## src/rtl/fpcsr_pkg.sv

```systemverilog
package fpcsr_pkg;
  localparam int FLAG_W = 5;
  localparam int RM_W   = 3;
  localparam int ADDR_W = 12;

  localparam logic [ADDR_W-1:0] ADDR_FLAGS = 12'h001;
  localparam logic [ADDR_W-1:0] ADDR_RMODE = 12'h002;
  localparam logic [ADDR_W-1:0] ADDR_BOTH  = 12'h003;

  localparam logic [RM_W-1:0] RM_DYN       = 3'b111;
  localparam logic [RM_W-1:0] RM_MAX_LEGAL = 3'b100;

  typedef enum logic [1:0] {
    OP_NONE  = 2'b00,
    OP_WRITE = 2'b01,
    OP_SET   = 2'b10,
    OP_CLEAR = 2'b11
  } csr_op_e;

  // One bit of a CSR read-modify-write.
  function automatic logic op_bit(csr_op_e op, logic cur, logic din);
    case (op)
      OP_WRITE: return din;
      OP_SET:   return cur | din;
      OP_CLEAR: return cur & ~din;
      default:  return cur;
    endcase
  endfunction
endpackage

```

## src/rtl/fpcsr_decode.sv

```systemverilog
module fpcsr_decode
  import fpcsr_pkg::*;
#(
  parameter bit COMB_EN = 1'b1
) (
  input  logic [ADDR_W-1:0] addr,
  output logic              sel_flags,
  output logic              sel_rm,
  output logic              sel_both,
  output logic              hit
);
  logic a_flags, a_rm, a_both;

  assign a_flags = (addr == ADDR_FLAGS);
  assign a_rm    = (addr == ADDR_RMODE);

  generate
    if (COMB_EN) begin : g_both
      assign a_both = (addr == ADDR_BOTH);
    end else begin : g_no_both
      assign a_both = 1'b0;
    end
  endgenerate

  assign sel_both  = a_both;
  assign sel_flags = a_flags | a_both;
  assign sel_rm    = a_rm | a_both;
  assign hit       = a_flags | a_rm | a_both;
endmodule

```

## src/rtl/fpcsr_flag_store.sv

```systemverilog
module fpcsr_flag_store
  import fpcsr_pkg::*;
#(
  parameter int W = FLAG_W
) (
  input  logic         clk,
  input  logic         rst_n,
  input  logic         sw_we,
  input  csr_op_e      sw_op,
  input  logic [W-1:0] sw_data,
  input  logic         acc_valid,
  input  logic [W-1:0] acc_bits,
  output logic [W-1:0] flags_q
);
  for (genvar i = 0; i < W; i++) begin : g_bit
    logic sw_val, nxt;
    // Software result first, datapath bits ORed on top.
    assign sw_val = sw_we ? op_bit(sw_op, flags_q[i], sw_data[i]) : flags_q[i];
    assign nxt    = sw_val | (acc_valid & acc_bits[i]);

    always_ff @(posedge clk or negedge rst_n) begin
      if (!rst_n) flags_q[i] <= 1'b0;
      else        flags_q[i] <= nxt;
    end
  end
endmodule

```

## src/rtl/fpcsr_rm_store.sv

```systemverilog
module fpcsr_rm_store
  import fpcsr_pkg::*;
#(
  parameter int W = RM_W
) (
  input  logic         clk,
  input  logic         rst_n,
  input  logic         sw_we,
  input  csr_op_e      sw_op,
  input  logic [W-1:0] sw_data,
  output logic [W-1:0] rm_q
);
  for (genvar i = 0; i < W; i++) begin : g_bit
    always_ff @(posedge clk or negedge rst_n) begin
      if (!rst_n)     rm_q[i] <= 1'b0;
      else if (sw_we) rm_q[i] <= op_bit(sw_op, rm_q[i], sw_data[i]);
    end
  end
endmodule

```

## src/rtl/fpcsr_rm_resolve.sv

```systemverilog
module fpcsr_rm_resolve
  import fpcsr_pkg::*;
(
  input  logic [RM_W-1:0] inst_rm,
  input  logic [RM_W-1:0] dyn_rm,
  output logic [RM_W-1:0] eff_rm,
  output logic            bad
);
  // A dynamic pick can land on 111; a static field never can.
  assign eff_rm = (inst_rm == RM_DYN) ? dyn_rm : inst_rm;
  assign bad    = (eff_rm > RM_MAX_LEGAL);
endmodule

```

## src/rtl/fpu_csr_unit.sv

```systemverilog
module fpu_csr_unit
  import fpcsr_pkg::*;
#(
  parameter int XLEN    = 32,
  parameter bit COMB_EN = 1'b1
) (
  input  logic              clk,
  input  logic              rst_n,
  input  logic              csr_en,
  input  logic [1:0]        csr_op,
  input  logic [ADDR_W-1:0] csr_addr,
  input  logic [XLEN-1:0]   csr_wdata,
  output logic [XLEN-1:0]   csr_rdata,
  output logic              csr_hit,
  input  logic              acc_valid,
  input  logic [FLAG_W-1:0] acc_flags,
  input  logic [RM_W-1:0]   inst_rm,
  output logic [RM_W-1:0]   eff_rm,
  output logic              rm_bad
);
  localparam int BOTH_RM_LSB = FLAG_W;
  localparam int USED_W      = FLAG_W + RM_W;

  logic              sel_flags, sel_rm, sel_both;
  logic              active;
  csr_op_e           op;
  logic [FLAG_W-1:0] flags_q;
  logic [RM_W-1:0]   rm_q;
  logic [RM_W-1:0]   rm_din;
  logic              unused_wdata_hi;

  assign unused_wdata_hi = ^csr_wdata[XLEN-1:USED_W];

  assign op     = csr_op_e'(csr_op);
  assign active = csr_en && (op != OP_NONE);
  assign rm_din = sel_both ? csr_wdata[BOTH_RM_LSB +: RM_W] : csr_wdata[RM_W-1:0];

  fpcsr_decode #(.COMB_EN(COMB_EN)) u_dec (
    .addr      (csr_addr),
    .sel_flags (sel_flags),
    .sel_rm    (sel_rm),
    .sel_both  (sel_both),
    .hit       (csr_hit)
  );

  fpcsr_flag_store #(.W(FLAG_W)) u_flags (
    .clk       (clk),
    .rst_n     (rst_n),
    .sw_we     (active && sel_flags),
    .sw_op     (op),
    .sw_data   (csr_wdata[FLAG_W-1:0]),
    .acc_valid (acc_valid),
    .acc_bits  (acc_flags),
    .flags_q   (flags_q)
  );

  fpcsr_rm_store #(.W(RM_W)) u_rm (
    .clk     (clk),
    .rst_n   (rst_n),
    .sw_we   (active && sel_rm),
    .sw_op   (op),
    .sw_data (rm_din),
    .rm_q    (rm_q)
  );

  fpcsr_rm_resolve u_res (
    .inst_rm (inst_rm),
    .dyn_rm  (rm_q),
    .eff_rm  (eff_rm),
    .bad     (rm_bad)
  );

  always_comb begin
    csr_rdata = '0;
    if (sel_flags) csr_rdata[FLAG_W-1:0] = flags_q;
    if (sel_both)  csr_rdata[BOTH_RM_LSB +: RM_W] = rm_q;
    else if (sel_rm) csr_rdata[RM_W-1:0] = rm_q;
  end
endmodule

```

## config.mk

```make
export PLATFORM = sky130hd
export DESIGN_NAME = fpu_csr_unit
export DESIGN_NICKNAME = d
export VERILOG_FILES = /design/src/rtl/fpcsr_pkg.sv /design/src/rtl/fpcsr_decode.sv /design/src/rtl/fpcsr_flag_store.sv /design/src/rtl/fpcsr_rm_store.sv /design/src/rtl/fpcsr_rm_resolve.sv /design/src/rtl/fpu_csr_unit.sv
export SDC_FILE = /design/constraint.sdc
export NUM_CORES = 1
export LEC_CHECK = 0
export BUFFER_PORTS_ARGS = -buffer_cell sky130_fd_sc_hd__buf_2
export CORE_ASPECT_RATIO = 0.5
export CORE_UTILIZATION = 30
export CTS_BUF_LIST = sky130_fd_sc_hd__clkbuf_8
export DETAILED_ROUTE_END_ITERATION = 10
export GPL_TIMING_DRIVEN = 0
export HOLD_SLACK_MARGIN = 0.03
export PLACE_DENSITY = 0.73
export SYNTH_ARGS = -nofsm -noshare
export SYNTH_HDL_FRONTEND = slang
export SYNTH_SLANG_ARGS = --single-unit
```

## constraint.sdc

```tcl
create_clock -name clk -period 1.7 [get_ports clk]
set_input_delay 0.425 -clock clk [delete_from_list [all_inputs] [get_ports clk]]
set_output_delay 0.425 -clock clk [all_outputs]
set_load 0.01 [all_outputs]
```

==> flow_metrics.tcl, run 1 <==
set metrics [dict create \
    syn_to_final_growth_pct 52.6 \
    worstMarginPinSlew_ns 0.546 \
    synth_common_cells "26 x buf_4, 13 x nand2_1, 11 x nand3_1, 9 x nor2_1" \
    synth_top_cell_by_area "dfrtp_1" \
    stdcell_count 235 \
    critical_path.reg2reg.endpoint "u_flags.flags_q[1]" \
    timing.fmax_mhz 547 \
    clkTransAtPathRegs_ns 0.04 \
    synth_top_family_by_area "simple AND/OR/NAND/NOR gates" \
    pwr_density_cell_nw_per_um2 446 \
    wl_um 2550 \
    yosysTopAreaCellShare 0.216 \
    die_y_um 41.3 \
    synthAdderAreaFrac 0 \
    design_area_um2 1420 \
    grtUsageTotal 0.151 \
    fin_skew_ns 0 \
    outcome "complete, but fails checks" \
    yosys_warnings 0 \
    port_buffers 46 \
    startpoint_type "primary input" \
    muxShareOfSynthArea 0.0364 \
    pwr-share-comb 0.330 \
    min_period_ns 1.83 \
    finalSetupTns_ns -0.733 \
    drc_errors 0 \
    antenna_found_initial 0 \
    cts-root-buf "clkbuf_8" \
    gp_congestion 0.765 \
    core_area_um2 2770 \
    multiInputGateArea_um2 613 \
    dpl.cell_count 230 \
    grt_pass1_wl_um 3730 \
    seq_area_um2 200 \
    syn_inst 124 \
    async_flop_share 1.00 \
    synth-compound-area-share 0.204 \
    slowest_stage "nor4_4" \
    via_count 1066 \
    hold_viol_final 0 \
    synth_xor_area_frac 0 \
    cp_max_fo 7 \
    viasPerCell 4.54 \
    cp_data_required_time_ns 1.27 \
    rr_worst_depth 3 \
    clock_path_buffers 2 \
    yosysMostFrequentCell "buf_4" \
    numCtsBuffers 3 \
    initial_core_util 0.336 \
    worst_slack_ns -0.128 \
    regToRegSetupSlack_ns 0.70 \
    power.total_mw 0.632 \
    hold_ws_ns 0.0383 \
    setup_viol_count_final 9 \
    final_util 0.512 \
    pwr-share-clk 0.367 \
    placed_area_um2 1290 \
    violations "setup timing" \
    synth_edf_count 0 \
    met1_length_um 1020 \
    worstPathArrival_ns 1.40 \
    cap_violations 0 \
    syn_area_um2 928 \
    die_x_um 80.7 \
    syn_avg_cell_area_um2 7.49 \
    relSlewSlack 0.634 \
    dr.pass1.iters 4 \
    io_pins 95 \
    ys_ff_latch 8 \
    p_int_mw 0.449 \
    slowest_delay_ns 0.36 \
    worstReg2RegStart "u_flags.flags_q[1]" \
    ys.flop_type "dfrtp_1" \
    min_period_over_period 1.08 \
    worst_setup_path_end_kind "primary output" \
    diodes 0 \
    postCtsHoldBufs 0 \
    hpwl_um 1990 \
    ys_types 27 \
    wl_met2_um 1270 \
    drt_iter0_drc 115 \
    irDropWorstVdd_mv 0.220 \
    dieArea_um2 3330 \
    hp-class "primary input to async pin" \
    grt_max_degree 11 \
    synthSimpleGateAreaFrac 0.283 \
    ant_nets 0 \
    critPathKind "primary input to primary output" \
    cts_tree "done" \
    drive_gt1_frac 0.455 \
    ys_seq_area_frac 0.216 \
    power_frac_seq 0.303 \
    cts.sinks 8 \
    path_cells "buf_6 -> nor4_4 -> nand3_4 -> nor3_2 -> buf_2" \
    rsz0062_at_grt "yes" \
    swShare 0.290 \
    clock_latency_ns 0.23 \
    final_net_count 258 \
    routedWlPerCell_um 10.8 \
    rows 13 \
    synthTopCellsByArea "dfrtp_1 22%, buf_4 21%, nand3_1 5.9%" \
    overflow 0 \
    cellLeakagePower_nw 0.778 \
    dr_wl_met3_um 240 \
    cp-startpoint "csr_addr[7]" \
    nFillCells 264 \
    routed.top_layer "met4" \
    p_sw_mw 0.183 \
    htree_levels 1 \
    drv_slew 0 \
    grt_pass1_vias 905 \
    place_ws_ns -0.304 \
]
metal layers:
metal | vias up | global-route usage
met5 | - | 0
met4 | 0 | 0.0670
met3 | 2 | 0.0457
met2 | 52 | 0.273
met1 | 473 | 0.174
li1 | 539 | -
sequential cells by signal, summed over array words and instances (netlist names):
signal	cells
u_flags.flags_q	5
u_rm.rm_q	3
layout make-up:
class	count	share of cell area
inverter	8	0.0212
clock buffer	3	0.0292
timing repair buffer	48	0.195
sequential	8	0.141
tap	37	0.0327
buffer	29	0.148
multi-input combinational	102	0.433
critical path, delay by kind of cell:
kind	cells	cell delay, ns
and+or+nand+nor	3	0.72
buffers and inverters	2	0.24
logic make-up after synthesis:
family          Yosys count
buf+inv                  37
other cells               1
flops                     8
compound gates           27
mux                       3
simple gates             48
placed cells by master (no fill, tap or decap):
cell,count
buf_2,43
buf_4,28
conb_1,24
nand2_1,13
nand3_1,10
nor2_1,9
inv_1,8
dfrtp_1,8
a31oi_1,7
o211ai_1,6
buf_6,5
nor2b_1,3
a22oi_1,3
nor3_2,3
o21ai_0,3
mux2_2,3
clkbuf_8,3
nor4_4,2
and3_4,2
and4_1,2
a32o_1,2
a21oi_1,2
o31a_1,1
nand3_4,1
o21a_1,1
o211a_1,1
nand4_1,1
buf_1,1
and3_1,1
and2_1,1
o22ai_1,1
power by group through the flow:
stage / clock (mW) / combinational [mW] / sequential [mW]
2_1_floorplan: 0 / 0.125 / 0.194
3_3_place_gp: 0 / 0.192 / 0.194
3_5_place_dp: 0 / 0.195 / 0.194
4_1_cts: 0.235 / 0.200 / 0.191
5_1_grt: 0.247 / 0.231 / 0.191
6_report: 0.232 / 0.208 / 0.191
what timing repair did:
item / 4_1_cts / 5_1_grt
setup endpoints to repair: 9 / 9
buffers inserted: 1 / 1
resized for setup: 3 / 9
pin swaps: 9 / 7
how the worst max path moves through the flow:
stage	slack (ns)	end	depth (start not counted)
6_report	-0.13	csr_rdata[7]	5
3_3_place_gp	-0.29	csr_rdata[7]	5
4_1_cts	-0.21	csr_rdata[7]	5
5_1_grt	-0.19	csr_rdata[7]	5
3_5_place_dp	-0.30	csr_rdata[6]	5
2_1_floorplan	-0.02	csr_rdata[5]	3
No activity file was read; power rests on OpenSTA's default activity.
==> inputs of run 2 (changes only) <==
--- a/config.mk
+++ b/config.mk
@@ -13,6 +13,8 @@
 export GPL_TIMING_DRIVEN = 0
 export HOLD_SLACK_MARGIN = 0.03
 export PLACE_DENSITY = 0.73
+export RECOVER_POWER = 25
 export SYNTH_ARGS = -nofsm -noshare
 export SYNTH_HDL_FRONTEND = slang
 export SYNTH_SLANG_ARGS = --single-unit
+export TNS_END_PERCENT = 1
==> flow_metrics.tcl, run 2 (same netlist as run 1, synthesis figures left out) <==
set metrics [dict create \
    outcome "complete, but fails checks" \
    violations "setup timing" \
    fin_skew_ns 0 \
    grtUsageTotal 0.151 \
    cts_tree "done" \
    stdcell_count 235 \
    drv_slew 0 \
    placed_area_um2 1290 \
    power.total_mw 0.631 \
    swShare 0.290 \
    hold_viol_final 0 \
    core_area_um2 2770 \
    setup_viol_count_final 9 \
    cts.sinks 8 \
    relSlewSlack 0.621 \
    routedWlPerCell_um 10.9 \
    clkTransAtPathRegs_ns 0.04 \
    wl_um 2560 \
    largest_register "u_flags.flags_q" \
    p_sw_mw 0.183 \
    cellLeakagePower_nw 0.777 \
    grt_max_degree 11 \
    min_period_ns 1.83 \
    design_area_um2 1400 \
    cp_max_fo 7 \
    diodes 0 \
    pwr-share-comb 0.329 \
    rows 13 \
    via_count 1090 \
    p_int_mw 0.448 \
    top_regs "u_flags.flags_q: 5 flops, u_rm.rm_q: 3 flops" \
    drc_errors 0 \
    pwr-share-clk 0.367 \
    place_ws_ns -0.304 \
    cts-root-buf "clkbuf_8" \
    viasPerCell 4.64 \
    initial_core_util 0.336 \
    worstPathArrival_ns 1.40 \
    syn_to_final_growth_pct 51.2 \
    critPathKind "primary input to primary output" \
    irDropWorstVdd_mv 0.219 \
    hpwl_um 1990 \
    dpl.cell_count 230 \
    cp_data_required_time_ns 1.27 \
    htree_levels 1 \
    final_net_count 258 \
    io_pins 95 \
    timing.fmax_mhz 547 \
    overflow 0 \
    worstMarginPinSlew_ns 0.567 \
    power_frac_seq 0.303 \
    dieArea_um2 3330 \
    worst_setup_path_end_kind "primary output" \
    antenna_found_initial 0 \
    pwr_density_cell_nw_per_um2 450 \
    cap_violations 0 \
    clock_latency_ns 0.23 \
    worst_slack_ns -0.128 \
    nFillCells 270 \
    port_buffers 46 \
    hp-class "primary input to async pin" \
    grt_pass1_wl_um 3730 \
    numCtsBuffers 3 \
    largest_reg_flops 5 \
    ant_nets 0 \
    postCtsHoldBufs 0 \
    layout_commonest_cell "buf_2" \
    drive_gt1_frac 0.444 \
    drt_iter0_drc 115 \
    die_y_um 41.3 \
    layout_common_cells "43 x buf_2, 28 x buf_4, 24 x conb_1" \
    die_x_um 80.7 \
    rsz0062_at_grt "yes" \
    startpoint_type "primary input" \
    gp_congestion 0.765 \
    grt_pass1_vias 906 \
    min_period_over_period 1.08 \
    dr.pass1.iters 4 \
    clock_path_buffers 2 \
]
[run 2: changes by cell type in the layout (fill, tap and decap cells not counted)]
cell / delta
buf_6: -1
clkbuf_1: +1
and3_4: -1
and3_1: +1
[run 2: through the flow]
stage,setup TNS [ns],hold slack (ns),utilization
floorplan,-0.0596,0.129,-
global placement,-1.87,0.281,0.467
detailed placement,-2.02,0.284,0.467
CTS,-1.26,0.0385,0.491
global route,-1.39,0.153,0.508
finish,-0.735,0.125,0.508
[run 2: timing repair]
action | in CTS | in global routing
resized for setup | 3 | 7
setup endpoints to repair | 9 | 9
gates cloned | 0 | 0
pin swaps | 8 | 7
buffers inserted | 1 | 1
[run 2: layout make-up]
cell class / count / area (um^2) / area share
inverter: 8 / 30.0 / 0.0214
clock buffer: 3 / 41.3 / 0.0294
buffer: 29 / 209 / 0.149
multi-input combinational: 102 / 608 / 0.433
timing repair buffer: 48 / 269 / 0.192
sequential: 8 / 200 / 0.143
tap: 37 / 46.3 / 0.0330
[run 2: worst max-delay path: stages]
cell     delay [ns]
buf_6          0.09
nor4_4         0.36
nand3_4        0.18
nor3_2         0.18
buf_2          0.15
[run 2: power groups by stage]
stage | combinational, mW | clock (mW) | sequential (mW)
global route | 0.230 | 0.247 | 0.191
CTS | 0.200 | 0.235 | 0.191
finish | 0.208 | 0.232 | 0.191
detailed placement | 0.195 | 0 | 0.194
global placement | 0.192 | 0 | 0.194
floorplan | 0.125 | 0 | 0.194
[run 2: final timing paths]
kind	from	endpoint	slack, ns	cells past startpoint
setup reg to reg	u_flags.flags_q[1]	u_flags.flags_q[1]	0.69	3
max in group asynchronous	rst_n	u_flags.flags_q[2]	1.24	1
min in group clk	acc_flags[2]	u_flags.flags_q[2]	0.41	3
hold reg to reg	u_flags.flags_q[3]	u_flags.flags_q[3]	0.51	2
hold / removal	rst_n	u_flags.flags_q[4]	0.13	1
setup / recovery	csr_addr[7]	csr_rdata[7]	-0.13	5
[run 2: routing by layer]
| metal | up-vias | GRT usage | share of wire |
|---|---|---|---|
| met5 | - | 0 | 0 |
| met4 | 0 | 0.0670 | 0.0047 |
| met3 | 2 | 0.0457 | 0.099 |
| met2 | 57 | 0.273 | 0.49 |
| met1 | 490 | 0.174 | 0.40 |
| li1 | 541 | - | - |
==> inputs of run 3 (changes only) <==
--- a/config.mk
+++ b/config.mk
@@ -13,7 +13,8 @@
 export GPL_TIMING_DRIVEN = 0
 export HOLD_SLACK_MARGIN = 0.03
 export PLACE_DENSITY = 0.73
-export RECOVER_POWER = 25
+export RECOVER_POWER = 50
+export SKIP_LAST_GASP = 1
 export SYNTH_ARGS = -nofsm -noshare
 export SYNTH_HDL_FRONTEND = slang
 export SYNTH_SLANG_ARGS = --single-unit
==> flow_metrics.tcl, run 3 (same netlist as run 1, synthesis figures left out) <==
set metrics [dict create \
    critPathKind "primary input to primary output" \
    cp_max_fo 7 \
    drive_gt1_frac 0.444 \
    slowest_stage "nor4_4" \
    syn_to_final_growth_pct 51.2 \
    grt_max_degree 11 \
    slowest_delay_ns 0.36 \
    swShare 0.289 \
    path_cells "buf_6 -> nor4_4 -> nand3_4 -> nor3_2 -> buf_2" \
    worst_setup_path_end_kind "primary output" \
    final_net_count 258 \
    cts_tree "done" \
    antenna_found_initial 0 \
    cpLargestDelayFamily "simple AND/OR/NAND/NOR gates" \
    pwr-share-comb 0.329 \
    final_util 0.508 \
    drv_slew 0 \
    worstPathArrival_ns 1.40 \
    drc_errors 0 \
    dr.pass1.iters 4 \
    via_count 1075 \
    min_period_ns 1.83 \
    hold_viol_final 0 \
    path_buf_inv 2 \
    power_frac_seq 0.303 \
    relSlewSlack 0.635 \
    ant_nets 0 \
    p_sw_mw 0.183 \
    irDropWorstVdd_mv 0.219 \
    violations "setup timing" \
    finalSetupTns_ns -0.785 \
    io_pins 95 \
    rsz0062_at_grt "yes" \
    pwr-share-clk 0.368 \
    numCtsBuffers 3 \
    outcome "complete, but fails checks" \
    htree_levels 1 \
    hpwl_um 1990 \
    hp-class "primary input to async pin" \
    layout_common_cells "43 x buf_2, 28 x buf_4, 24 x conb_1" \
    top_regs "u_flags.flags_q: 5 flops, u_rm.rm_q: 3 flops" \
    cts-root-buf "clkbuf_8" \
    timing.fmax_mhz 547 \
    diodes 0 \
    grt_pass1_vias 906 \
    cap_violations 0 \
    dieArea_um2 3330 \
    gp_congestion 0.765 \
    hold_ws_ns 0.126 \
    port_buffers 46 \
    worst_slack_ns -0.130 \
    initial_core_util 0.336 \
    core_area_um2 2770 \
    min_period_over_period 1.08 \
    clock_latency_ns 0.23 \
    layout_commonest_cell "buf_2" \
    power.total_mw 0.631 \
    clock_path_buffers 2 \
    cts.sinks 8 \
    setup_viol_count_final 9 \
    fin_skew_ns 0 \
    largest_reg_flops 5 \
    overflow 0 \
    p_int_mw 0.448 \
    path_depth 5 \
    rr_worst_depth 3 \
    place_ws_ns -0.304 \
    grtUsageTotal 0.151 \
    wl_um 2520 \
    postCtsHoldBufs 0 \
    routedWlPerCell_um 10.7 \
    rows 13 \
    drt_iter0_drc 129 \
    cp_data_required_time_ns 1.27 \
    startpoint_type "primary input" \
    grt_pass1_wl_um 3730 \
    viasPerCell 4.57 \
    cellLeakagePower_nw 0.774 \
    die_y_um 41.3 \
    clkTransAtPathRegs_ns 0.04 \
    die_x_um 80.7 \
    largest_register "u_flags.flags_q" \
    pwr_density_cell_nw_per_um2 450 \
    worstMarginPinSlew_ns 0.546 \
]
-- run 3: final cells by class --
class | count | area, um^2
Fill cell | 270 | 1360
Tap cell | 37 | 46.3
Sequential cell | 8 | 200
Buffer | 29 | 209
Inverter | 8 | 30.0
Multi-Input combinational cell | 102 | 608
Clock buffer | 3 | 41.3
Timing Repair Buffer | 48 | 269
-- run 3: what timing repair did --
action                                  4_1_cts  5_1_grt
setup buffers                                 1        1
gates resized for setup                       3        7
pin swaps                                     5        6
endpoints found under the setup margin        9        9
-- run 3: layer usage --
layer | routed length (um) | global-route usage | share of wire | up-vias
met5 | 0 | 0 | 0 | -
met4 | 12 | 0.0670 | 0.0048 | 0
met3 | 235 | 0.0457 | 0.093 | 2
met2 | 1240 | 0.273 | 0.49 | 51
met1 | 1030 | 0.174 | 0.41 | 482
li1 | - | - | - | 540
-- run 3: power groups by stage --
| stage | Combinational [mW] | Sequential (mW) | Clock (mW) |
|---|---|---|---|
| 2_1_floorplan | 0.125 | 0.194 | 0 |
| 3_3_place_gp | 0.192 | 0.194 | 0 |
| 3_5_place_dp | 0.195 | 0.194 | 0 |
| 4_1_cts | 0.201 | 0.191 | 0.235 |
| 5_1_grt | 0.230 | 0.191 | 0.247 |
| 6_report | 0.208 | 0.191 | 0.232 |
-- run 3: worst paths after layout --
kind                                    start                  to  slack [ns]
setup / recovery                  csr_addr[7]        csr_rdata[7]       -0.13
hold / removal                          rst_n  u_flags.flags_q[4]        0.13
setup reg to reg           u_flags.flags_q[1]  u_flags.flags_q[1]        0.69
hold reg to reg            u_flags.flags_q[3]  u_flags.flags_q[3]        0.51
max in group asynchronous               rst_n  u_flags.flags_q[2]        1.24
min in group clk                 acc_flags[2]  u_flags.flags_q[2]        0.41
-- run 3: metrics by stage --
step                      area [um^2]  std cells
after floorplan                  1010        147
after global placement           1290        230
after detailed placement         1290        230
after CTS                        1360        234
after global routing             1400        235
final                            1400        235
